**config.mk**
```make
export PLATFORM = sky130hd
export DESIGN_NAME = fw_rec_loader
export DESIGN_NICKNAME = d
export VERILOG_FILES = /design/src/rtl/fwl_pkg.sv /design/src/rtl/fwl_hdr_asm.sv /design/src/rtl/fwl_cursor.sv /design/src/rtl/fwl_ctrl.sv /design/src/rtl/fw_rec_loader.sv
export SDC_FILE = /design/constraint.sdc
export NUM_CORES = 1
export LEC_CHECK = 0
export BUFFER_PORTS_ARGS = -buffer_cell sky130_fd_sc_hd__buf_2
export CAP_MARGIN = 10
export CORE_MARGIN = 5
export CORE_UTILIZATION = 28
export DETAILED_ROUTE_END_ITERATION = 8
export GPL_TIMING_DRIVEN = 0
export PLACE_DENSITY = 0.52
export SLEW_MARGIN = 30
export SYNTH_ARGS = -nofsm -noshare
export SYNTH_HDL_FRONTEND = slang
export SYNTH_SLANG_ARGS = --single-unit
export TNS_END_PERCENT = 50
```
**constraint.sdc**
```tcl
create_clock -name clk -period 8.7 [get_ports clk]
set_input_delay 1.305 -clock clk [delete_from_list [all_inputs] [get_ports clk]]
set_output_delay 1.305 -clock clk [all_outputs]
set_load 0.01 [all_outputs]
```
**src/rtl/fwl_pkg.sv**
```systemverilog
// Shared definitions for the firmware record loader.
package fwl_pkg;

    // Loader control states.
    typedef enum logic [2:0] {
        LD_IDLE  = 3'd0,
        LD_HEAD  = 3'd1,
        LD_CHECK = 3'd2,
        LD_PAY   = 3'd3,
        LD_FIN   = 3'd4
    } ld_state_t;

endpackage

```
**src/rtl/fwl_hdr_asm.sv**
```systemverilog
// Header assembler.
// Collects HDR_BYTES stream bytes into one header register, least
// significant byte first. Address field is at the bottom, length above it.
// Assumes cap is raised only for header bytes. The index wraps by itself
// after the last header byte.
module fwl_hdr_asm #(
    parameter int ADDR_W = 32,
    parameter int LEN_W  = 16
) (
    input  logic              clk,
    input  logic              rst_n,
    input  logic              clr,
    input  logic              cap,
    input  logic [7:0]        byte_in,
    output logic              last_o,
    output logic [ADDR_W-1:0] dest_o,
    output logic [LEN_W-1:0]  len_o
);
    localparam int HDR_W     = ADDR_W + LEN_W;
    localparam int HDR_BYTES = HDR_W / 8;
    localparam int IDX_W     = $clog2(HDR_BYTES);
    localparam logic [IDX_W-1:0] LAST_IDX = IDX_W'(HDR_BYTES - 1);

    logic [IDX_W-1:0] idx;
    logic [HDR_W-1:0] hdr;

    // Byte index inside the header being gathered.
    always_ff @(posedge clk) begin
        if (!rst_n || clr) begin
            idx <= '0;
        end else if (cap) begin
            idx <= (idx == LAST_IDX) ? '0 : idx + 1'b1;
        end
    end

    // One capture register per header byte.
    for (genvar g = 0; g < HDR_BYTES; g++) begin : g_byte
        always_ff @(posedge clk) begin
            if (!rst_n) begin
                hdr[g*8 +: 8] <= 8'h00;
            end else if (cap && idx == IDX_W'(g)) begin
                hdr[g*8 +: 8] <= byte_in;
            end
        end
    end

    assign last_o = cap && (idx == LAST_IDX);
    assign dest_o = hdr[ADDR_W-1:0];
    assign len_o  = hdr[HDR_W-1:ADDR_W];
endmodule

```
**src/rtl/fwl_cursor.sv**
```systemverilog
// Position tracker.
// Holds the image bytes still unconsumed, the current write address and
// the payload bytes left in the current record.
// Assumes ld_img, ld_rec and step are mutually exclusive, and that ld_rec
// is used only when at least HDR_BYTES bytes remain.
module fwl_cursor #(
    parameter int ADDR_W    = 32,
    parameter int LEN_W     = 16,
    parameter int SIZE_W    = 32,
    parameter int HDR_BYTES = 6
) (
    input  logic              clk,
    input  logic              rst_n,
    input  logic              ld_img,
    input  logic [SIZE_W-1:0] img_len,
    input  logic              ld_rec,
    input  logic [ADDR_W-1:0] rec_dest,
    input  logic [LEN_W-1:0]  rec_len,
    input  logic              step,
    output logic [SIZE_W-1:0] remain_o,
    output logic [ADDR_W-1:0] dest_o,
    output logic [LEN_W-1:0]  plen_o
);
    // Remaining-byte counter: load, charge header, charge payload byte.
    always_ff @(posedge clk) begin
        if (!rst_n) begin
            remain_o <= '0;
        end else if (ld_img) begin
            remain_o <= img_len;
        end else if (ld_rec) begin
            remain_o <= remain_o - SIZE_W'(HDR_BYTES);
        end else if (step) begin
            remain_o <= remain_o - 1'b1;
        end
    end

    // Write address and record byte counter.
    always_ff @(posedge clk) begin
        if (!rst_n) begin
            dest_o <= '0;
            plen_o <= '0;
        end else if (ld_rec) begin
            dest_o <= rec_dest;
            plen_o <= rec_len;
        end else if (step) begin
            dest_o <= dest_o + 1'b1;
            plen_o <= plen_o - 1'b1;
        end
    end
endmodule

```
**src/rtl/fwl_ctrl.sv**
```systemverilog
// Loader sequencer.
// Decides when stream bytes are taken as header or payload. Runs the size
// checks at each header boundary and produces the done/error outcome.
// Assumes the cursor and header assembler update on the strobes issued here.
module fwl_ctrl
    import fwl_pkg::*;
#(
    parameter int LEN_W     = 16,
    parameter int SIZE_W    = 32,
    parameter int HDR_BYTES = 6
) (
    input  logic              clk,
    input  logic              rst_n,
    input  logic              start,
    input  logic              in_valid,
    input  logic              hdr_last,
    input  logic [LEN_W-1:0]  rec_len,
    input  logic [SIZE_W-1:0] remain,
    input  logic [LEN_W-1:0]  plen,
    output logic              in_ready,
    output logic              cap,
    output logic              step,
    output logic              ld_img,
    output logic              ld_rec,
    output logic              done,
    output logic              error
);
    localparam logic [SIZE_W-1:0] HDR_SZ = SIZE_W'(HDR_BYTES);

    ld_state_t st, st_nxt;
    logic      err_q, err_nxt;
    logic      hdr_room, rec_fits, accept;

    // Size checks against what is left of the image.
    assign hdr_room = (remain >= HDR_SZ);
    assign rec_fits = (SIZE_W'(rec_len) <= (remain - HDR_SZ));

    // Handshake and datapath strobes.
    assign in_ready = ((st == LD_HEAD) && hdr_room) || (st == LD_PAY);
    assign accept   = in_valid && in_ready;
    assign cap      = accept && (st == LD_HEAD);
    assign step     = accept && (st == LD_PAY);
    assign ld_img   = (st == LD_IDLE) && start;
    assign ld_rec   = (st == LD_CHECK);
    assign done     = (st == LD_FIN);
    assign error    = err_q;

    // Next-state and outcome decision.
    always_comb begin
        st_nxt  = st;
        err_nxt = err_q;
        case (st)
            LD_IDLE: begin
                if (start) begin
                    st_nxt  = LD_HEAD;
                    err_nxt = 1'b0;
                end
            end
            LD_HEAD: begin
                if (remain == '0) begin
                    st_nxt = LD_FIN;
                end else if (!hdr_room) begin
                    st_nxt  = LD_FIN;
                    err_nxt = 1'b1;
                end else if (hdr_last) begin
                    st_nxt = LD_CHECK;
                end
            end
            LD_CHECK: begin
                if (!rec_fits) begin
                    st_nxt  = LD_FIN;
                    err_nxt = 1'b1;
                end else if (rec_len == '0) begin
                    st_nxt = LD_HEAD;
                end else begin
                    st_nxt = LD_PAY;
                end
            end
            LD_PAY: begin
                if (step && plen == LEN_W'(1)) begin
                    st_nxt = LD_HEAD;
                end
            end
            LD_FIN:  st_nxt = LD_IDLE;
            default: st_nxt = LD_IDLE;
        endcase
    end

    // State and error flag registers.
    always_ff @(posedge clk) begin
        if (!rst_n) begin
            st    <= LD_IDLE;
            err_q <= 1'b0;
        end else begin
            st    <= st_nxt;
            err_q <= err_nxt;
        end
    end
endmodule

```
**src/rtl/fw_rec_loader.sv**
```systemverilog
// Firmware record stream loader, top level.
// Parses {address, length, payload} records from a byte stream and writes
// each payload byte to memory with a word address and byte lane. Each header
// and record is bounded by the image size sampled at start.
// Assumes the memory takes one byte write per cycle without back-pressure.
module fw_rec_loader #(
    parameter int ADDR_W = 32,
    parameter int LEN_W  = 16,
    parameter int SIZE_W = 32
) (
    input  logic              clk,
    input  logic              rst_n,
    input  logic              start,
    input  logic [SIZE_W-1:0] image_len,
    input  logic              in_valid,
    input  logic [7:0]        in_data,
    output logic              in_ready,
    output logic              wr_en,
    output logic [ADDR_W-1:0] wr_addr,
    output logic [1:0]        wr_lane,
    output logic [7:0]        wr_data,
    output logic              done,
    output logic              error
);
    localparam int HDR_BYTES = (ADDR_W + LEN_W) / 8;
    localparam int LANE_W    = 2;

    logic              cap, step, ld_img, ld_rec, hdr_last;
    logic [ADDR_W-1:0] hdr_dest, cur_dest;
    logic [LEN_W-1:0]  hdr_len, cur_plen;
    logic [SIZE_W-1:0] remain;

    fwl_hdr_asm #(.ADDR_W(ADDR_W), .LEN_W(LEN_W)) u_hdr (
        .clk(clk), .rst_n(rst_n), .clr(ld_img), .cap(cap), .byte_in(in_data),
        .last_o(hdr_last), .dest_o(hdr_dest), .len_o(hdr_len)
    );

    fwl_cursor #(.ADDR_W(ADDR_W), .LEN_W(LEN_W), .SIZE_W(SIZE_W),
                 .HDR_BYTES(HDR_BYTES)) u_cur (
        .clk(clk), .rst_n(rst_n), .ld_img(ld_img), .img_len(image_len),
        .ld_rec(ld_rec), .rec_dest(hdr_dest), .rec_len(hdr_len), .step(step),
        .remain_o(remain), .dest_o(cur_dest), .plen_o(cur_plen)
    );

    fwl_ctrl #(.LEN_W(LEN_W), .SIZE_W(SIZE_W), .HDR_BYTES(HDR_BYTES)) u_ctl (
        .clk(clk), .rst_n(rst_n), .start(start), .in_valid(in_valid),
        .hdr_last(hdr_last), .rec_len(hdr_len), .remain(remain), .plen(cur_plen),
        .in_ready(in_ready), .cap(cap), .step(step), .ld_img(ld_img),
        .ld_rec(ld_rec), .done(done), .error(error)
    );

    // Write port: aligned word address plus lane from the byte address.
    assign wr_en   = step;
    assign wr_addr = {cur_dest[ADDR_W-1:LANE_W], LANE_W'(0)};
    assign wr_lane = cur_dest[LANE_W-1:0];
    assign wr_data = in_data;
endmodule

```
==> results.yml, run 1 <==
run_status:
  status: "complete, no violations"
die:
  rows: 62
  ios: 90
  die_w_um: 179
  die_h_um: 179
  initial_core_util_pct: 28.2
  core_um2: 28500
  dieArea_um2: 32100
synth:
  synthArstFlopShare_pct: 0
  yosysWarnings: 0
  syn_area_um2: 8020
  synth_ff_type: "dfxtp_1"
  synth_edf_count: 0
  syn_inst: 1005
  ys_types: 64
  syn_avg_cell_area_um2: 7.98
  yosysSeqAreaShare_pct: 33.7
  ys_ff_latch: 135
global_routing:
  grtUsageMet3_pct: 3.99
  grt_max_degree: 17
  grt_overflow: 0
  busiest_layer: "met2"
  grt_first_pass_wirelength_um: 47100
  use_met1_pct: 26.6
  grt_pass1_vias: 7846
  antenna_found_initial: 0
  grt.met2_usage_pct: 31.1
  track_usage_pct: 19.4
worst_setup_path:
  critPathArrivalTime_ns: 4.88
  critPathMaxStageDelay_ns: 0.84
  criticalPathCategory: "flip-flop to flip-flop"
  startpoint_type: "flip-flop"
  critPathRequiredTime_ns: 9.06
  regToRegSetupSlack_ns: 4.18
  setup.worst_path.end_class: "flip-flop"
  critPathSlowestCell: "nor4_1"
  path_cells: "buf_2 -> nor4_1 -> nand4_1 -> xor2_1 -> ha_1 -> nand4_1 -> nor4_1 -> a21oi_1 -> a211o_1 -> o31a_1 -> or3_1 -> a21oi_1"
  crit_path_max_fanout: 8
  path_buf_inv: 1
  crit_family: "simple AND/OR/NAND/NOR gates"
route:
  num_vias: 8229
  drt-pass1-iter-count: 6
  detail-route-antenna-nets: 0
  drtIter0Drc: 815
  avgViaCountPerCell: 5.45
  wl_per_cell_um: 20.8
  drc: 0
  drt_wl_total_um: 31400
sta:
  fin_ws_ns: 4.18
  timing.final.max_slew_violations: 0
  fmax_mhz: 221
  min_period_ns: 4.52
  relSlewSlack_pct: 34.5
  tightest_slew_ns: 0.981
  post-route-period-util_pct: 52.0
  setup_viol: 0
  rsz0062_at_grt: "no"
  tns_ns: 0
  fin_skew_ns: 0.0137
  finalHoldViolCount: 0
place:
  dp_hpwl_um: 22400
  portBuffers: 87
  place_ws_ns: 4.34
  gp_congestion: 0.925
clocking:
  cts_max_level: 4
  post-cts-setup-buffers: 0
  cts_tree: "built"
  ctsHoldBuffers: 0
  cts-buffers-inserted: 17
  cts.repair.resized: 0
  cts_root_buffer: "clkbuf_16"
  clk_pin_slew_worst_paths_ns: 0.06
  ctsLongestPathBuffers: 2
  cts_sinks: 135
  insertion_delay_ns: 0.44
power:
  leakagePower_nw: 3.54
  ir_drop_v: 0.000130
  p_per_area_nw_per_um2: 172
worst_hold_path:
  hold_path.class: "flip-flop to flip-flop"
cells_and_area:
  area_growth_pct: 19.1
  multiInputGateArea_um2: 4920
  antenna_cells: 0
  drive_above_1_share_pct: 13.5
  nFillCells: 3075
  seqCellArea_um2: 2700
  final_nets: 1181
flow_run:
  maxCapViolCount: 0
## stage by stage
stage | utilization [%] | cell area, µm² | instances | hold slack [ns] | total power [mW]
after floorplan | - | 8020 | 1006 | 0.444 | 0.809
after global placement | 31.4 | 8930 | 1477 | 0.438 | 0.888
after detailed placement | 31.4 | 8940 | 1477 | 0.440 | 0.889
after CTS | 33.5 | 9550 | 1509 | 0.449 | 1.65
after global routing | 33.5 | 9550 | 1509 | 0.497 | 1.70
final | 33.5 | 9550 | 1509 | 0.446 | 1.64
## layer usage
metal / wire, µm / share of wire [%]
met5: 0 / 0
met3: 2360 / 7.5
met1: 14200 / 45
met2: 14300 / 45
met4: 610 / 1.9
## Yosys cell counts (all sizes together) (24+ instances only)
| master | n | area [µm²] |
|---|---|---|
| nor2b | 63 | 394 |
| nand3 | 37 | 190 |
| o21ai | 75 | 375 |
| a21boi | 46 | 345 |
| clkbuf | 55 | 206 |
| buf | 24 | 144 |
| nor4 | 28 | 205 |
| nand2 | 98 | 368 |
| mux2i | 33 | 330 |
| nor3 | 40 | 205 |
| ha | 25 | 313 |
| a21oi | 52 | 260 |
| dfxtp | 135 | 2700 |
| nor2 | 80 | 300 |
## worst min-delay path, stage by stage (launching register included)
cell,delay [ns]
dfxtp_1,0.31
inv_1,0.05
a21oi_1,0.05
## power by group
group	leakage (nW)	switching, mW	internal, mW
Sequential	1.09	0.0147	0.632
Clock	0.297	0.328	0.435
Combinational	2.15	0.149	0.0848
Total	3.54	0.492	1.15
## registers in the layout, indices dropped and copies added (netlist names)
name,flops
u_cur.plen_o,16
u_hdr.idx,3
u_cur.dest_o,32
u_ctl.error,1
u_hdr.dest_o,32
u_hdr.len_o,16
u_ctl.st,3
u_cur.remain_o,32
## final cells by class
cell class | count | share of cell area [%]
multi-input combinational | 779 | 51.6
sequential | 135 | 28.3
tap | 384 | 5.03
timing repair buffer | 87 | 4.56
clock buffer | 17 | 4.46
buffer | 79 | 3.67
clock inverter | 15 | 1.90
inverter | 13 | 0.511
## placed cells by master, fill, tap and decap left out, types with 26 or more instances in the layout
| cell | instances |
|---|---|
| a21boi_0 | 46 |
| a21oi_1 | 52 |
| buf_2 | 94 |
| clkbuf_1 | 55 |
| dfxtp_1 | 135 |
| mux2i_1 | 33 |
| nand2_1 | 98 |
| nand3_1 | 36 |
| nor2_1 | 80 |
| nor2b_1 | 63 |
| nor3_1 | 39 |
| nor4_1 | 26 |
| o21ai_0 | 74 |
## path summary, 6_finish.rpt
check                    startpoint          end  cells past startpoint
setup / recovery  u_cur.remain_o[7]  u_ctl.error                     12
hold / removal          u_ctl.error  u_ctl.error                      2
setup reg to reg  u_cur.remain_o[7]  u_ctl.error                     12
hold reg to reg         u_ctl.error  u_ctl.error                      2
## cells by family after synthesis
kind of cell | Yosys count | share of synthesized area [%]
multiplexers | 33 | 4.12
other | 1 | 0.0468
XOR/XNOR | 26 | 2.84
AO/OA/AOI/OAI | 269 | 22.5
adder cells (fa/ha/maj) | 25 | 3.90
buffers and inverters | 92 | 4.98
AND/OR/NAND/NOR | 424 | 27.9
flip-flops | 135 | 33.7
No activity file was read; power rests on OpenSTA's default activity.
==> run 2: changes to the inputs <==
==> constraint.sdc (replaced) <==
create_clock -name clk -period 4.3 [get_ports clk]
set_input_delay 0.645 -clock clk [delete_from_list [all_inputs] [get_ports clk]]
set_output_delay 0.645 -clock clk [all_outputs]
set_load 0.01 [all_outputs]
==> results.yml, run 2 (synthesized netlist as in run 1, its figures left out) <==
run_status:
  status: "complete, no violations"
sta:
  finalHoldViolCount: 0
  fin_skew_ns: 0.0125
  tightest_slew_ns: 0.944
  min_period_ns: 4.04
  fmax_mhz: 248
  rsz0062_at_grt: "no"
  relSlewSlack_pct: 36.9
  tns_ns: 0
  timing.final.max_slew_violations: 0
  setup_viol: 0
  post-route-period-util_pct: 93.8
die:
  initial_core_util_pct: 28.2
  rows: 62
  ios: 90
  core_um2: 28500
  dieArea_um2: 32100
  die_h_um: 179
  die_w_um: 179
cells_and_area:
  area_growth_pct: 19.3
  seqCellArea_um2: 2700
  final_nets: 1181
  nFillCells: 3074
  antenna_cells: 0
  largest_registers: "u_cur.dest_o: 32 flops, u_cur.remain_o: 32 flops, u_hdr.dest_o: 32 flops"
  layout_common_cells: "135 x dfxtp_1, 98 x nand2_1, 94 x buf_2"
  final_common_cell: "dfxtp_1"
  multiInputGateArea_um2: 4940
  postLayoutCellArea_um2: 9570
  drive_above_1_share_pct: 13.8
  instances_no_fill: 1509
global_routing:
  antenna_found_initial: 0
  grt_first_pass_wirelength_um: 47100
  grt_overflow: 0
  track_usage_pct: 19.4
  grt_max_degree: 17
  grt_pass1_vias: 7847
route:
  num_vias: 8258
  drc: 0
  drt-pass1-iter-count: 5
  wl_per_cell_um: 20.9
  drt_wl_total_um: 31500
  detail-route-antenna-nets: 0
  avgViaCountPerCell: 5.47
  drtIter0Drc: 800
worst_setup_path:
  path_buf_inv: 0
  critPathMaxStageDelay_ns: 0.59
  startpoint_type: "flip-flop"
  setup.worst_path.end_class: "flip-flop"
  critPathLaunch: "u_cur.remain_o[1]"
  crit_path_max_fanout: 8
  criticalPathCategory: "flip-flop to flip-flop"
  path_cells: "a2111oi_4 -> and2_2 -> nand2_1 -> xor2_1 -> ha_1 -> nand4_1 -> nor4_2 -> a21oi_1 -> a211o_1 -> o31a_1 -> or3_1 -> a21oi_1"
  crit_top_cell: "a21oi_1"
  critPathSlowestCell: "a2111oi_4"
  critPathRequiredTime_ns: 4.66
  critPathArrivalTime_ns: 4.39
  crit_family: "compound AO/OA/AOI/OAI gates"
  rr_startpoint: "u_cur.remain_o[1]"
clocking:
  cts_root_buffer: "clkbuf_16"
  cts_tree: "built"
  cts-buffers-inserted: 17
  insertion_delay_ns: 0.44
  cts_sinks: 135
  clk_pin_slew_worst_paths_ns: 0.06
  ctsHoldBuffers: 0
  cts_max_level: 4
  ctsLongestPathBuffers: 2
place:
  gp_congestion: 0.925
  dp_cells: 1477
  portBuffers: 87
  place_area_um2: 8940
  dp_hpwl_um: 22400
worst_hold_path:
  hold_path.class: "flip-flop to flip-flop"
  worstHoldStart: "u_ctl.error"
power:
  power_mw: 3.33
  leakagePower_nw: 3.54
  p_per_area_nw_per_um2: 348
  ir_drop_v: 0.000268
flow_run:
  maxCapViolCount: 0
run 2: cell counts in the layout (fill, tap and decap cells not counted):
No cell type changed its count.
run 2: area by class of cell:
cell class              instances  area share, %
clock buffers                  17           4.45
repair buffers                 87           4.55
plain buffers                  79           3.66
multi-input cells             779           51.7
flip-flops and latches        135           28.3
clock inverters                15           1.90
inverters                      13          0.510
well taps                     384           5.02
run 2: metal layers:
metal / wire length [µm] / share of wire, % / vias to the layer above / GRT usage (%)
met5: 0 / 0 / - / 0
met1: 14300 / 46 / 3996 / 26.6
met3: 2330 / 7.4 / 39 / 3.99
met4: 570 / 1.8 / 0 / 4.95
li1: - / - / 3895 / -
met2: 14300 / 45 / 328 / 31.1
run 2: final timing paths:
kind / endpoint / slack, ns / depth (start not counted)
worst min-delay path: u_ctl.error / 0.45 / 2
worst max-delay path: u_ctl.error / 0.26 / 12
worst max register to register: u_ctl.error / 0.26 / 12
worst min register to register: u_ctl.error / 0.45 / 2
run 2: timing repair:
| item | 4_1_cts | 5_1_grt |
|---|---|---|
| setup buffers | 0 | 0 |
| gates resized for setup | 1 | 2 |
| setup endpoints to repair | 1 | 4 |
run 2: per-stage QoR:
stage          worst slack [ns]  hold WS, ns  util (%)
2_1_floorplan             0.830        0.444         -
3_3_place_gp            -0.0555        0.438      31.4
3_5_place_dp            -0.0598        0.440      31.4
4_1_cts                  0.0175        0.445      33.6
5_1_grt                  0.0535        0.459      33.6
6_report                  0.265        0.445      33.6
run 2: worst register-to-register path, cell delays in order, from the launching register on:
cell       delay [ns]
dfxtp_1          0.46
a2111oi_4        0.60
and2_2           0.30
nand2_1          0.08
xor2_1           0.19
ha_1             0.34
nand4_1          0.18
nor4_2           0.49
a21oi_1          0.14
a211o_1          0.36
o31a_1           0.35
or3_1            0.34
a21oi_1          0.14
run 2: where the power goes:
| group | internal, mW | switching (mW) |
|---|---|---|
| Sequential | 1.28 | 0.0299 |
| Clock | 0.880 | 0.667 |
| Combinational | 0.173 | 0.303 |
| Total | 2.33 | 1.00 |
==> run 3: changes to the inputs <==
--- a/config.mk
+++ b/config.mk
@@ -8,10 +8,11 @@
 export BUFFER_PORTS_ARGS = -buffer_cell sky130_fd_sc_hd__buf_2
 export CAP_MARGIN = 10
 export CORE_MARGIN = 5
-export CORE_UTILIZATION = 28
+export CORE_UTILIZATION = 35
 export DETAILED_ROUTE_END_ITERATION = 8
 export GPL_TIMING_DRIVEN = 0
-export PLACE_DENSITY = 0.52
+export PLACE_DENSITY = 0.6
+export RECOVER_POWER = 25
 export SLEW_MARGIN = 30
 export SYNTH_ARGS = -nofsm -noshare
 export SYNTH_HDL_FRONTEND = slang
==> results.yml, run 3 (synthesized netlist as in run 1, its figures left out) <==
flow_run:
  maxCapViolCount: 0
route:
  dr_wl_met3_um: 2350
  dr.max_layer_used: "met4"
  detail-route-antenna-nets: 0
  drt_wl_total_um: 29500
  avgViaCountPerCell: 5.82
  drtIter0Drc: 763
  dr_wl_met2_um: 13300
  drc: 0
  drt-pass1-iter-count: 6
  wl_met1_um: 13000
  num_vias: 8201
  wl_per_cell_um: 20.9
clocking:
  insertion_delay_ns: 0.43
  cts-buffers-inserted: 17
  cts_tree: "built"
  cts_sinks: 135
  ctsHoldBuffers: 0
  cts_max_level: 4
  ctsLongestPathBuffers: 2
  clk_pin_slew_worst_paths_ns: 0.06
  cts_root_buffer: "clkbuf_16"
sta:
  relSlewSlack_pct: 38.1
  rsz0062_at_grt: "no"
  finalHoldViolCount: 0
  hold_ws_ns: 0.450
  tightest_slew_ns: 0.927
  min_period_ns: 4.04
  setup_viol: 0
  post-route-period-util_pct: 93.9
  fmax_mhz: 248
  fin_skew_ns: 0.00941
  timing.final.max_slew_violations: 0
place:
  dp_hpwl_um: 21100
  portBuffers: 87
  place_area_um2: 8820
  gp_congestion: 0.953
cells_and_area:
  largest_registers: "u_cur.dest_o: 32 flops, u_cur.remain_o: 32 flops, u_hdr.dest_o: 32 flops"
  final_nets: 1181
  final_common_cell: "dfxtp_1"
  postLayoutCellArea_um2: 9350
  drive_above_1_share_pct: 9.78
  layout_common_cells: "135 x dfxtp_1, 99 x clkbuf_1, 98 x nand2_1"
  area_growth_pct: 16.7
  antenna_cells: 0
worst_setup_path:
  crit_path_max_fanout: 8
  critPathLaunch: "u_cur.remain_o[7]"
  startpoint_type: "flip-flop"
  critPathArrivalTime_ns: 4.39
  rr_startpoint: "u_cur.remain_o[7]"
  critPathRequiredTime_ns: 4.65
  criticalPathCategory: "flip-flop to flip-flop"
  setup.worst_path.end_class: "flip-flop"
die:
  die_w_um: 161
  die_h_um: 161
  rows: 55
  dieArea_um2: 26000
  initial_core_util_pct: 35.5
  core_um2: 22600
  ios: 90
run_status:
  status: "complete, no violations"
global_routing:
  antenna_found_initial: 0
  grt_pass1_vias: 7707
  grt_max_degree: 17
  track_usage_pct: 22.2
  grt_first_pass_wirelength_um: 45000
  grt_overflow: 0
worst_hold_path:
  worstHoldStart: "u_ctl.error"
  hold_path.class: "flip-flop to flip-flop"
power:
  leakagePower_nw: 3.34
  p_per_area_nw_per_um2: 343
  ir_drop_v: 0.000201
[run 3: what timing repair did]
item,4_1_cts,5_1_grt
resized for setup,2,1
buffers inserted,0,0
endpoints found under the setup margin,1,1
[run 3: final cells by class]
| cell class | instances | area (µm²) |
|---|---|---|
| timing repair buffer | 87 | 383 |
| multi-input combinational | 779 | 4940 |
| tap | 285 | 357 |
| clock buffer | 20 | 447 |
| sequential | 135 | 2700 |
| clock inverter | 12 | 121 |
| fill | 2364 | 13200 |
| buffer | 79 | 350 |
| inverter | 13 | 48.8 |
[run 3: metal layers]
metal	GRT usage, %	up-vias
li1	-	3896
met5	0	-
met3	3.90	72
met1	30.1	3842
met2	35.9	391
met4	7.10	0
[run 3: power by group]
| part | internal [mW] | switching, mW |
|---|---|---|
| logic | 0.172 | 0.295 |
| clock network | 0.820 | 0.613 |
| registers | 1.28 | 0.0298 |
| total | 2.27 | 0.938 |
[run 3: through the flow]
| stage | worst slack (ns) | instances | power, mW | util, % | setup TNS, ns |
|---|---|---|---|---|---|
| after detailed placement | -0.105 | 1378 | 1.79 | 39.1 | -0.105 |
| final | 0.263 | 1410 | 3.21 | 41.4 | 0 |
| after global placement | -0.0548 | 1378 | 1.79 | 39.0 | -0.0548 |
| after floorplan | 0.830 | 1006 | 1.64 | - | 0 |
| after global routing | 0.0567 | 1410 | 3.32 | 41.4 | 0 |
| after CTS | 0.149 | 1410 | 3.21 | 41.6 | 0 |
[run 3: worst max-delay path, cell delays in order, from the launching register on]
cell and delay (ns):
dfxtp_1 0.30, buf_2 0.18, nor4_2 0.60, nand4_1 0.34, xor2_1 0.27, ha_1 0.33
nand4_1 0.17, nor4_2 0.48, a21oi_1 0.14, a211o_1 0.35, o31a_1 0.34, or3_1 0.33
a21oi_1 0.14
[run 3: worst paths after layout]
path | to | slack [ns] | depth (start not counted)
max | u_ctl.error | 0.26 | 12
min | u_ctl.error | 0.45 | 2
max reg2reg | u_ctl.error | 0.26 | 12
min reg2reg | u_ctl.error | 0.45 | 2
